`src/rtl/rowseq_pkg.sv`:
```
package rowseq_pkg;
  parameter int ROW_AW = 10;
  parameter int TIM_W  = 8;

  typedef struct packed {
    logic [ROW_AW-1:0] winLo;
    logic [ROW_AW-1:0] winHi;
    logic [ROW_AW-1:0] rowStep;
    logic [ROW_AW-1:0] leadOff;
    logic [TIM_W-1:0]  loadLen;
    logic [TIM_W-1:0]  sLen;
    logic [TIM_W-1:0]  gapLen;
    logic [TIM_W-1:0]  rstLen;
    logic [TIM_W-1:0]  calDly;
    logic [TIM_W-1:0]  calLen;
  } seqCfg_t;

  typedef struct packed {
    logic capture;   // frame accepted this cycle
    logic advance;   // move to next read row
    logic selLead;   // bus shows lead row
    logic calStart;  // first S cycle of the first line
  } seqStrobe_t;

  typedef enum logic [3:0] {
    PH_IDLE, PH_RD_SET, PH_RD_LD, PH_RD_HLD, PH_S_HI, PH_GAP_A, PH_RST_A,
    PH_GAP_B, PH_R_HI, PH_LR_SET, PH_LR_LD, PH_LR_HLD, PH_LR_GAP, PH_LR_RST,
    PH_LR_TAIL, PH_WAIT_COL
  } seqPhase_t;
endpackage

```
`src/rtl/rowseq_ctrl.sv`:
```
module rowseq_ctrl
  import rowseq_pkg::*;
(
  input  logic             clk,
  input  logic             rstN,
  input  logic             frameStart,
  input  logic             columnDone,
  input  logic             lastLine,
  input  logic [TIM_W-1:0] loadLen,
  input  logic [TIM_W-1:0] sLen,
  input  logic [TIM_W-1:0] gapLen,
  input  logic [TIM_W-1:0] rstLen,
  output seqStrobe_t       strb,
  output logic             rowLoadN,
  output logic             sampleS,
  output logic             rowReset,
  output logic             sampleR,
  output logic             lineDone
);
  seqPhase_t phaseQ, phaseNext;
  logic [TIM_W-1:0] cntQ, phaseLen;
  logic firstQ, phaseEnd;

  always_comb begin
    case (phaseQ)
      PH_RD_LD, PH_LR_LD:                         phaseLen = loadLen;
      PH_S_HI, PH_R_HI:                           phaseLen = sLen;
      PH_GAP_A, PH_GAP_B, PH_LR_GAP, PH_LR_TAIL:  phaseLen = gapLen;
      PH_RST_A, PH_LR_RST:                        phaseLen = rstLen;
      default:                                    phaseLen = TIM_W'(1);
    endcase
  end

  assign phaseEnd = (cntQ == phaseLen - TIM_W'(1));

  always_comb begin
    case (phaseQ)
      PH_IDLE:     phaseNext = frameStart ? PH_RD_SET : PH_IDLE;
      PH_WAIT_COL: phaseNext = columnDone ? (lastLine ? PH_IDLE : PH_RD_SET) : PH_WAIT_COL;
      default:     phaseNext = phaseEnd ? seqPhase_t'(phaseQ + 4'd1) : phaseQ;
    endcase
  end

  assign strb.capture  = (phaseQ == PH_IDLE) && frameStart;
  assign strb.advance  = (phaseQ == PH_WAIT_COL) && columnDone && !lastLine;
  assign strb.selLead  = (phaseQ inside {PH_LR_SET, PH_LR_LD, PH_LR_HLD, PH_LR_GAP,
                                         PH_LR_RST, PH_LR_TAIL});
  assign strb.calStart = (phaseQ == PH_S_HI) && (cntQ == '0) && firstQ;

  always_ff @(posedge clk or negedge rstN) begin
    if (!rstN) begin
      phaseQ <= PH_IDLE;
      cntQ   <= '0;
      firstQ <= 1'b0;
    end else begin
      phaseQ <= phaseNext;
      if (phaseNext != phaseQ || phaseQ == PH_IDLE || phaseQ == PH_WAIT_COL)
        cntQ <= '0;
      else
        cntQ <= cntQ + TIM_W'(1);
      if (strb.capture)      firstQ <= 1'b1;
      else if (strb.advance) firstQ <= 1'b0;
    end
  end

  assign rowLoadN = !((phaseQ == PH_RD_LD) || (phaseQ == PH_LR_LD));
  assign sampleS  = (phaseQ == PH_S_HI);
  assign rowReset = (phaseQ == PH_RST_A) || (phaseQ == PH_LR_RST);
  assign sampleR  = (phaseQ == PH_R_HI);
  assign lineDone = (phaseQ == PH_WAIT_COL);
endmodule

```
`src/rtl/rowseq_dp.sv`:
```
module rowseq_dp
  import rowseq_pkg::*;
(
  input  logic              clk,
  input  logic              rstN,
  input  seqStrobe_t        strb,
  input  seqCfg_t           cfgIn,
  output logic              lastLine,
  output logic [ROW_AW-1:0] rowAddr,
  output logic              calPulse,
  output logic [TIM_W-1:0]  loadLen,
  output logic [TIM_W-1:0]  sLen,
  output logic [TIM_W-1:0]  gapLen,
  output logic [TIM_W-1:0]  rstLen,
  output logic [ROW_AW-1:0] winLo,
  output logic [ROW_AW-1:0] winHi
);
  localparam int SW = ROW_AW + 1;
  localparam int CW = TIM_W + 1;

  seqCfg_t cfgQ, cfgFix;
  logic [ROW_AW-1:0] readRowQ;
  logic [SW-1:0] nextRow, span, leadSum;
  logic [CW-1:0] calCntQ, calT, calLim;
  logic calRunQ;

  function automatic logic [TIM_W-1:0] atLeastOne(input logic [TIM_W-1:0] v);
    return (v == '0) ? TIM_W'(1) : v;
  endfunction

  always_comb begin
    cfgFix         = cfgIn;
    cfgFix.rowStep = (cfgIn.rowStep == '0) ? ROW_AW'(1) : cfgIn.rowStep;
    cfgFix.loadLen = atLeastOne(cfgIn.loadLen);
    cfgFix.sLen    = atLeastOne(cfgIn.sLen);
    cfgFix.gapLen  = atLeastOne(cfgIn.gapLen);
    cfgFix.rstLen  = atLeastOne(cfgIn.rstLen);
    cfgFix.calLen  = atLeastOne(cfgIn.calLen);
  end

  always_ff @(posedge clk or negedge rstN) begin
    if (!rstN) begin
      cfgQ     <= '0;
      readRowQ <= '0;
    end else if (strb.capture) begin
      cfgQ     <= cfgFix;
      readRowQ <= cfgIn.winLo;
    end else if (strb.advance) begin
      readRowQ <= readRowQ + cfgQ.rowStep;
    end
  end

  // row stepping and lead-row wrap inside the window
  assign nextRow  = {1'b0, readRowQ} + {1'b0, cfgQ.rowStep};
  assign lastLine = nextRow > {1'b0, cfgQ.winHi};
  assign span     = {1'b0, cfgQ.winHi} - {1'b0, cfgQ.winLo} + SW'(1);
  assign leadSum  = {1'b0, readRowQ} + {1'b0, cfgQ.leadOff};
  assign rowAddr  = strb.selLead
                  ? ROW_AW'((leadSum > {1'b0, cfgQ.winHi}) ? leadSum - span : leadSum)
                  : readRowQ;

  // calibration timer, counted from the sample-signal rise
  assign calLim   = CW'(cfgQ.calDly) + CW'(cfgQ.calLen);
  assign calT     = strb.calStart ? '0 : calCntQ;
  assign calPulse = (strb.calStart || calRunQ) && (calT >= CW'(cfgQ.calDly)) && (calT < calLim);

  always_ff @(posedge clk or negedge rstN) begin
    if (!rstN) begin
      calCntQ <= '0;
      calRunQ <= 1'b0;
    end else if (strb.calStart) begin
      calCntQ <= CW'(1);
      calRunQ <= 1'b1;
    end else if (calRunQ) begin
      if (calCntQ >= calLim) calRunQ <= 1'b0;
      else                   calCntQ <= calCntQ + CW'(1);
    end
  end

  assign loadLen = cfgQ.loadLen;
  assign sLen    = cfgQ.sLen;
  assign gapLen  = cfgQ.gapLen;
  assign rstLen  = cfgQ.rstLen;
  assign winLo   = cfgQ.winLo;
  assign winHi   = cfgQ.winHi;
endmodule

```
`src/rtl/rowseq_top.sv`:
```
module rowseq_top
  import rowseq_pkg::*;
(
  input  logic              clk,
  input  logic              rstN,
  input  logic              frameStart,
  input  logic              columnDone,
  input  logic [ROW_AW-1:0] winStart,
  input  logic [ROW_AW-1:0] winEnd,
  input  logic [ROW_AW-1:0] rowStep,
  input  logic [ROW_AW-1:0] leadOffset,
  input  logic [TIM_W-1:0]  loadCycles,
  input  logic [TIM_W-1:0]  sampleCycles,
  input  logic [TIM_W-1:0]  gapCycles,
  input  logic [TIM_W-1:0]  resetCycles,
  input  logic [TIM_W-1:0]  calDelay,
  input  logic [TIM_W-1:0]  calCycles,
  output logic [ROW_AW-1:0] rowAddr,
  output logic              rowLoadN,
  output logic              sampleS,
  output logic              rowReset,
  output logic              sampleR,
  output logic              calPulse,
  output logic              lineDone
);
  seqCfg_t cfgIn;
  seqStrobe_t strb;
  logic lastLine, frameAccept;
  logic [TIM_W-1:0] loadLen, sLen, gapLen, rstLen;
  logic [ROW_AW-1:0] winLoQ, winHiQ;

  assign cfgIn = '{winLo: winStart, winHi: winEnd, rowStep: rowStep, leadOff: leadOffset,
                   loadLen: loadCycles, sLen: sampleCycles, gapLen: gapCycles,
                   rstLen: resetCycles, calDly: calDelay, calLen: calCycles};
  assign frameAccept = strb.capture;

  rowseq_ctrl uCtrl (
    .clk(clk), .rstN(rstN), .frameStart(frameStart), .columnDone(columnDone),
    .lastLine(lastLine), .loadLen(loadLen), .sLen(sLen), .gapLen(gapLen),
    .rstLen(rstLen), .strb(strb), .rowLoadN(rowLoadN), .sampleS(sampleS),
    .rowReset(rowReset), .sampleR(sampleR), .lineDone(lineDone)
  );

  rowseq_dp uDp (
    .clk(clk), .rstN(rstN), .strb(strb), .cfgIn(cfgIn), .lastLine(lastLine),
    .rowAddr(rowAddr), .calPulse(calPulse), .loadLen(loadLen), .sLen(sLen),
    .gapLen(gapLen), .rstLen(rstLen), .winLo(winLoQ), .winHi(winHiQ)
  );
endmodule

```
`config.mk`:
```
export PLATFORM = sky130hd
export DESIGN_NAME = rowseq_top
export DESIGN_NICKNAME = d
export VERILOG_FILES = /design/src/rtl/rowseq_pkg.sv /design/src/rtl/rowseq_ctrl.sv /design/src/rtl/rowseq_dp.sv /design/src/rtl/rowseq_top.sv
export SDC_FILE = /design/constraint.sdc
export NUM_CORES = 1
export LEC_CHECK = 0
export ABC_AREA = 1
export BUFFER_PORTS_ARGS = -buffer_cell sky130_fd_sc_hd__buf_2
export CAP_MARGIN = 20
export CORE_MARGIN = 2
export CORE_UTILIZATION = 54
export DETAILED_ROUTE_END_ITERATION = 6
export MAX_ROUTING_LAYER = met4
export PLACE_DENSITY = 0.85
export REMOVE_ABC_BUFFERS = 1
export SLEW_MARGIN = 30
export SYNTH_ARGS = -nofsm -noshare
export SYNTH_HDL_FRONTEND = slang
export SYNTH_HIERARCHICAL = 1
export SYNTH_SLANG_ARGS = --single-unit
```
`constraint.sdc`:
```
create_clock -name clk -period 4.6 [get_ports clk]
set_clock_uncertainty 0.2 [all_clocks]
set_input_delay 0.92 -clock clk [delete_from_list [all_inputs] [get_ports clk]]
set_output_delay 0.92 -clock clk [all_outputs]
set_load 0.01 [all_outputs]
```
# Word-level counts from Yosys, hierarchy flattened
# Index checks and enable logic that the tools add are counted.
# op_classes
n_bitwise	0
n_mux	26
reduce_logical	30
add_sub_neg	11
magnitude_cmp	5
n_mul	0
n_div	0
n_eq_ne	16
shifts	0
# ops
op	count
10-bit two-way mux	5
8-bit zero test	6
8-bit two-way mux	6
9-bit two-way mux	4
4-bit equality test (second input constant)	8
8-bit case mux with 4 select lines	1
10-bit by 10-bit adder with 11-bit output	2
11-bit by 10-bit > comparator with 1-bit output	2
10-bit subtractor	2
4-bit by 3-bit equality test with 1-bit output (second input constant)	4
10-bit by 1-bit adder with 10-bit output (second input constant)	1
10-bit adder	1
10-bit zero test	1
8-bit by 8-bit adder with 9-bit output	1
9-bit by 1-bit adder with 9-bit output (second input constant)	1
9-bit by 8-bit greater-or-equal comparator with 1-bit output	1
9-bit greater-or-equal comparator	1
9-bit < comparator	1
8-bit by 1-bit adder with 8-bit output (second input constant)	1
8-bit equality test	1
4-bit two-way mux	2
4-bit case mux with 2 select lines	1
8-bit by 1-bit subtractor with 8-bit output (second input constant)	1
1-bit logical AND	7
other kinds (13)	27
# word_totals
latchBits	0
wordCells	104
mem_bits_rw	0
inputBits	92
romBits	0
reg_bits	121
n_memories	0
output_inout_bits	16

# Longest topological paths before layout
# depth
depth_word	11
ltp_mapped	28
ltp_nobuf	28

# By module
# The synthesis kept the hierarchy.
# by_module_without_submodules
mod	area_each_um2	seq_area_each_um2	instances	cells_each
rowseq_dp	7820.0	2702.6	1	997
rowseq_ctrl	1742.9	325.3	1	266

# Worst setup path before layout
# OpenSTA, ideal clock, no wires.
# synth_timing
kind	reg2out
from	reg uDp.readRowQ[0]
to	out rowAddr[9]
stages_incl_launch_ff	21
required_ns	3.480
n_path_buf	0
path_slack_ns	0.039
t_arrival_ns	3.441
cell_sequence	dfrtp_1 -> ha_1 -> fa_1 -> nand2_2 -> nand2_2 -> nand2_1 -> o21ai_0 -> a31o_2 -> xor2_1 -> inv_1 -> fa_1 -> ha_1 -> a21o_1 -> a31oi_1 -> nand2_1 -> xor2_1 -> inv_1 -> nand3_1 -> nand2_1 -> nand3_1 -> nand2_1
# synth_via
elab_chain_cells	4
word_cells_on_any_way	5
classes_between	2 x add/sub; 1 x order compare; 2 x mux
# synth_lines
element	line_no	rtl
from (decl)	rowseq_dp.sv:22	logic [ROW_AW-1:0] readRowQ;
from (signal assigned)	rowseq_dp.sv:47	readRowQ <= cfgIn.winLo;
from (signal assigned)	rowseq_dp.sv:49	readRowQ <= readRowQ + cfgQ.rowStep;
10-bit by 10-bit adder with 11-bit output *	rowseq_dp.sv:57	assign leadSum = {1'b0, readRowQ} + {1'b0, cfgQ.leadOff};
10-bit subtractor / 11-bit by 10-bit > comparator with 1-bit output (equally long branches)	rowseq_dp.sv:59	? ROW_AW'((leadSum > {1'b0, cfgQ.winHi}) ? leadSum - span : leadSum)
10-bit two-way mux * (2 in a row)	rowseq_dp.sv:59	
to (decl)	rowseq_top.sv:18	output logic [ROW_AW-1:0] rowAddr,
# Every way passes the cells marked *; elsewhere a longest branch is shown, timed or not.

# Final worst setup path
# layout_timing
from	reg uDp/cfgQ[49] (netlist bit)
to	out rowAddr[8]
# layout_via
elab_chain_cells	4
word_cells_on_any_way	5
classes_between	2 x add/sub; 1 x order compare; 2 x mux
# layout_lines
element	line_no	rtl
from (decl)	rowseq_dp.sv:21	seqCfg_t cfgQ, cfgFix;
from (signal assigned)	rowseq_dp.sv:46	cfgQ <= cfgFix;
10-bit by 10-bit adder with 11-bit output *	rowseq_dp.sv:57	
10-bit subtractor / 11-bit by 10-bit > comparator with 1-bit output (equally long branches)	rowseq_dp.sv:59	
10-bit two-way mux * (2 in a row)	rowseq_dp.sv:59	
# Marks and branches as above.

==> impl_metrics.tcl <==
set metrics [dict create \
    status "complete, but fails checks" \
    violations "setup timing" \
    cts-root-buf "clkbuf_16" \
    worst_slack_ns -0.798 \
    drive_above_1_share_pct 25.6 \
    reg2reg_from "uDp/readRowQ[0]" \
    maxSlewViolCount 0 \
    synth_cells 1243 \
    cts_buffer_depth 2 \
    critPathMaxFanout 5 \
    cp-startpoint "uDp/cfgQ[49]" \
    p_leak_nw 6.35 \
    antenna_found_initial 0 \
    vias 9389 \
    io_pins 108 \
    h-tree-depth 4 \
    rsz0062_at_grt "yes" \
    finalHoldViolations 0 \
    vdd_drop_max_mv 0.289 \
    endpoint_kind "primary output" \
    critPathKind "flip-flop to primary output" \
    clk_pin_slew_ns 0.06 \
    antenna_left 0 \
    cts_buffers 17 \
    fin_crit_sh_pct 117 \
    wire_per_inst_um 17.9 \
    clkLatencyLatePin_ns 0.43 \
    antenna_cells 0 \
    cts_tree "yes" \
    first_global_vias 8622 \
    wl_mm 28.7 \
    instances_no_fill 1607 \
    core.rowCount 48 \
    postCtsHoldBufs 0 \
    initial_core_util_pct 54.8 \
    placed_cell_area_um2 10100 \
    yosysWarningCount 6 \
    finalNetCount 1563 \
    gp_congestion 0.962 \
    powerDensity_nw_per_um2 225 \
    min_from "uDp/loadLen[7]" \
    final_core_util_pct 66.4 \
    clock-sinks 121 \
    max_slew_margin_pct 37.8 \
    synth_area_per_cell_um2 7.57 \
    die_width_um 136 \
    dp_hpwl_mm 18.2 \
    via_per_inst 5.84 \
    die_h_um 136 \
    final_cell_mix "343 x nand2_1, 160 x inv_1, 121 x dfrtp_1" \
    synthToLayoutAreaGrowth_pct 21.2 \
    stdcell_area_um2 11400 \
    dr.first_iter.drc_count 1185 \
    grt.total_usage_pct 29.2 \
    coreArea_um2 17200 \
    port_buffers 107 \
    grt_pass1_wl_mm 41.3 \
    numPlacedInstances 1551 \
    netlist_area_um2 9410 \
    worstSetupStartpointType "flip-flop" \
    critPathArrivalTime_ns 4.28 \
    grt-ovfl-total 0 \
    worstMarginPinSlew_ns 0.931 \
    layout.cells.most_common "nand2_1" \
    worstPathRequired_ns 3.48 \
    maxCapViolations 0 \
    hp-class "flip-flop to flip-flop" \
    setup_violations 10 \
    post-route-drc-count 0 \
    grt_start_max_net_pins 88 \
    max_clock_freq_ghz 0.185 \
    firstDrtPassIters 6 \
    min_period_ns 5.40 \
    die_area_um2 18500 \
]
[critical path: stages, from the launching register on]
cell and delay, ns:
dfrtp_1 0.40, buf_4 0.17, ha_4 0.15, a21oi_2 0.23, o21ai_2 0.10, a21oi_2 0.24
o21bai_2 0.13, xor2_2 0.21, fa_1 0.52, inv_1 0.06, ha_1 0.40, nand2_2 0.10
inv_2 0.06, nand4_1 0.12, o211ai_1 0.14, xor2_1 0.30, nor2_1 0.14, o21bai_2 0.18
buf_2 0.17
[path summary, 6_finish.rpt]
path / to / slack, ns / depth (start not counted)
worst max-delay path: rowAddr[8] / -0.80 / 18
worst min-delay path: uDp/loadLen[7] / 0.28 / 2
worst max register to register: uDp/readRowQ[0] / 0.04 / 22
worst min register to register: uDp/loadLen[7] / 0.28 / 2
max in group asynchronous: uDp/cfgQ[12] / 3.19 / 2
min in group asynchronous: uDp/winHi[1] / 0.31 / 1
[layout make-up]
cell class,instances,area [um^2]
flip-flops and latches,121,3030
inverters,178,673
well taps,225,282
repair buffers,166,1040
fillers,1282,5770
clock inverters,11,171
clock buffers,20,447
multi-input cells,886,5770
[per-stage QoR]
stage               total power [mW]  TNS, ns  hold slack [ns]  worst slack, ns
global route                    2.64    -5.87            0.305           -0.856
finish                          2.56    -4.72            0.276           -0.798
detailed placement              1.16   -0.421            0.261           -0.232
CTS                             2.57    -2.78            0.273           -0.440
floorplan                       1.09        0            0.242           0.0210
global placement                1.16   -0.112            0.255           -0.112
[routing by layer]
layer | global-route usage (%) | vias up | wire length (um)
met2 | 45.8 | 662 | 12900
met1 | 37.4 | 4322 | 11300
met4 | 13.0 | 0 | 1710
met3 | 4.59 | 183 | 2830
met5 | - | - | 0
li1 | - | 4222 | -
[state kept, by name (all words and copies together), names as in the netlist]
| register | cells |
|---|---|
| uCtrl/cntQ | 8 |
| uCtrl/firstQ | 1 |
| uCtrl/phaseQ | 4 |
| uDp/calCntQ | 9 |
| uDp/calRunQ | 1 |
| uDp/cfgQ | 36 |
| uDp/gapLen | 8 |
| uDp/loadLen | 8 |
| uDp/readRowQ | 10 |
| uDp/rstLen | 8 |
| uDp/sLen | 8 |
| uDp/winHi | 10 |
| uDp/winLo | 10 |
[power breakdown]
group | internal (mW) | switching (mW) | leakage (nW)
sequential | 1.06 | 0 | 1.51
combinational | 0.0324 | 0.0430 | 4.54
clock | 0.917 | 0.507 | 0.296
total | 2.01 | 0.550 | 6.35
[what timing repair did]
item	CTS	global route
resized for setup	49	52
endpoints found under the hold margin	0	0
buffers inserted	8	18
setup endpoints to repair	10	11
pin swaps	33	37
gates cloned	1	0
No activity file was read; power rests on OpenSTA's default activity.
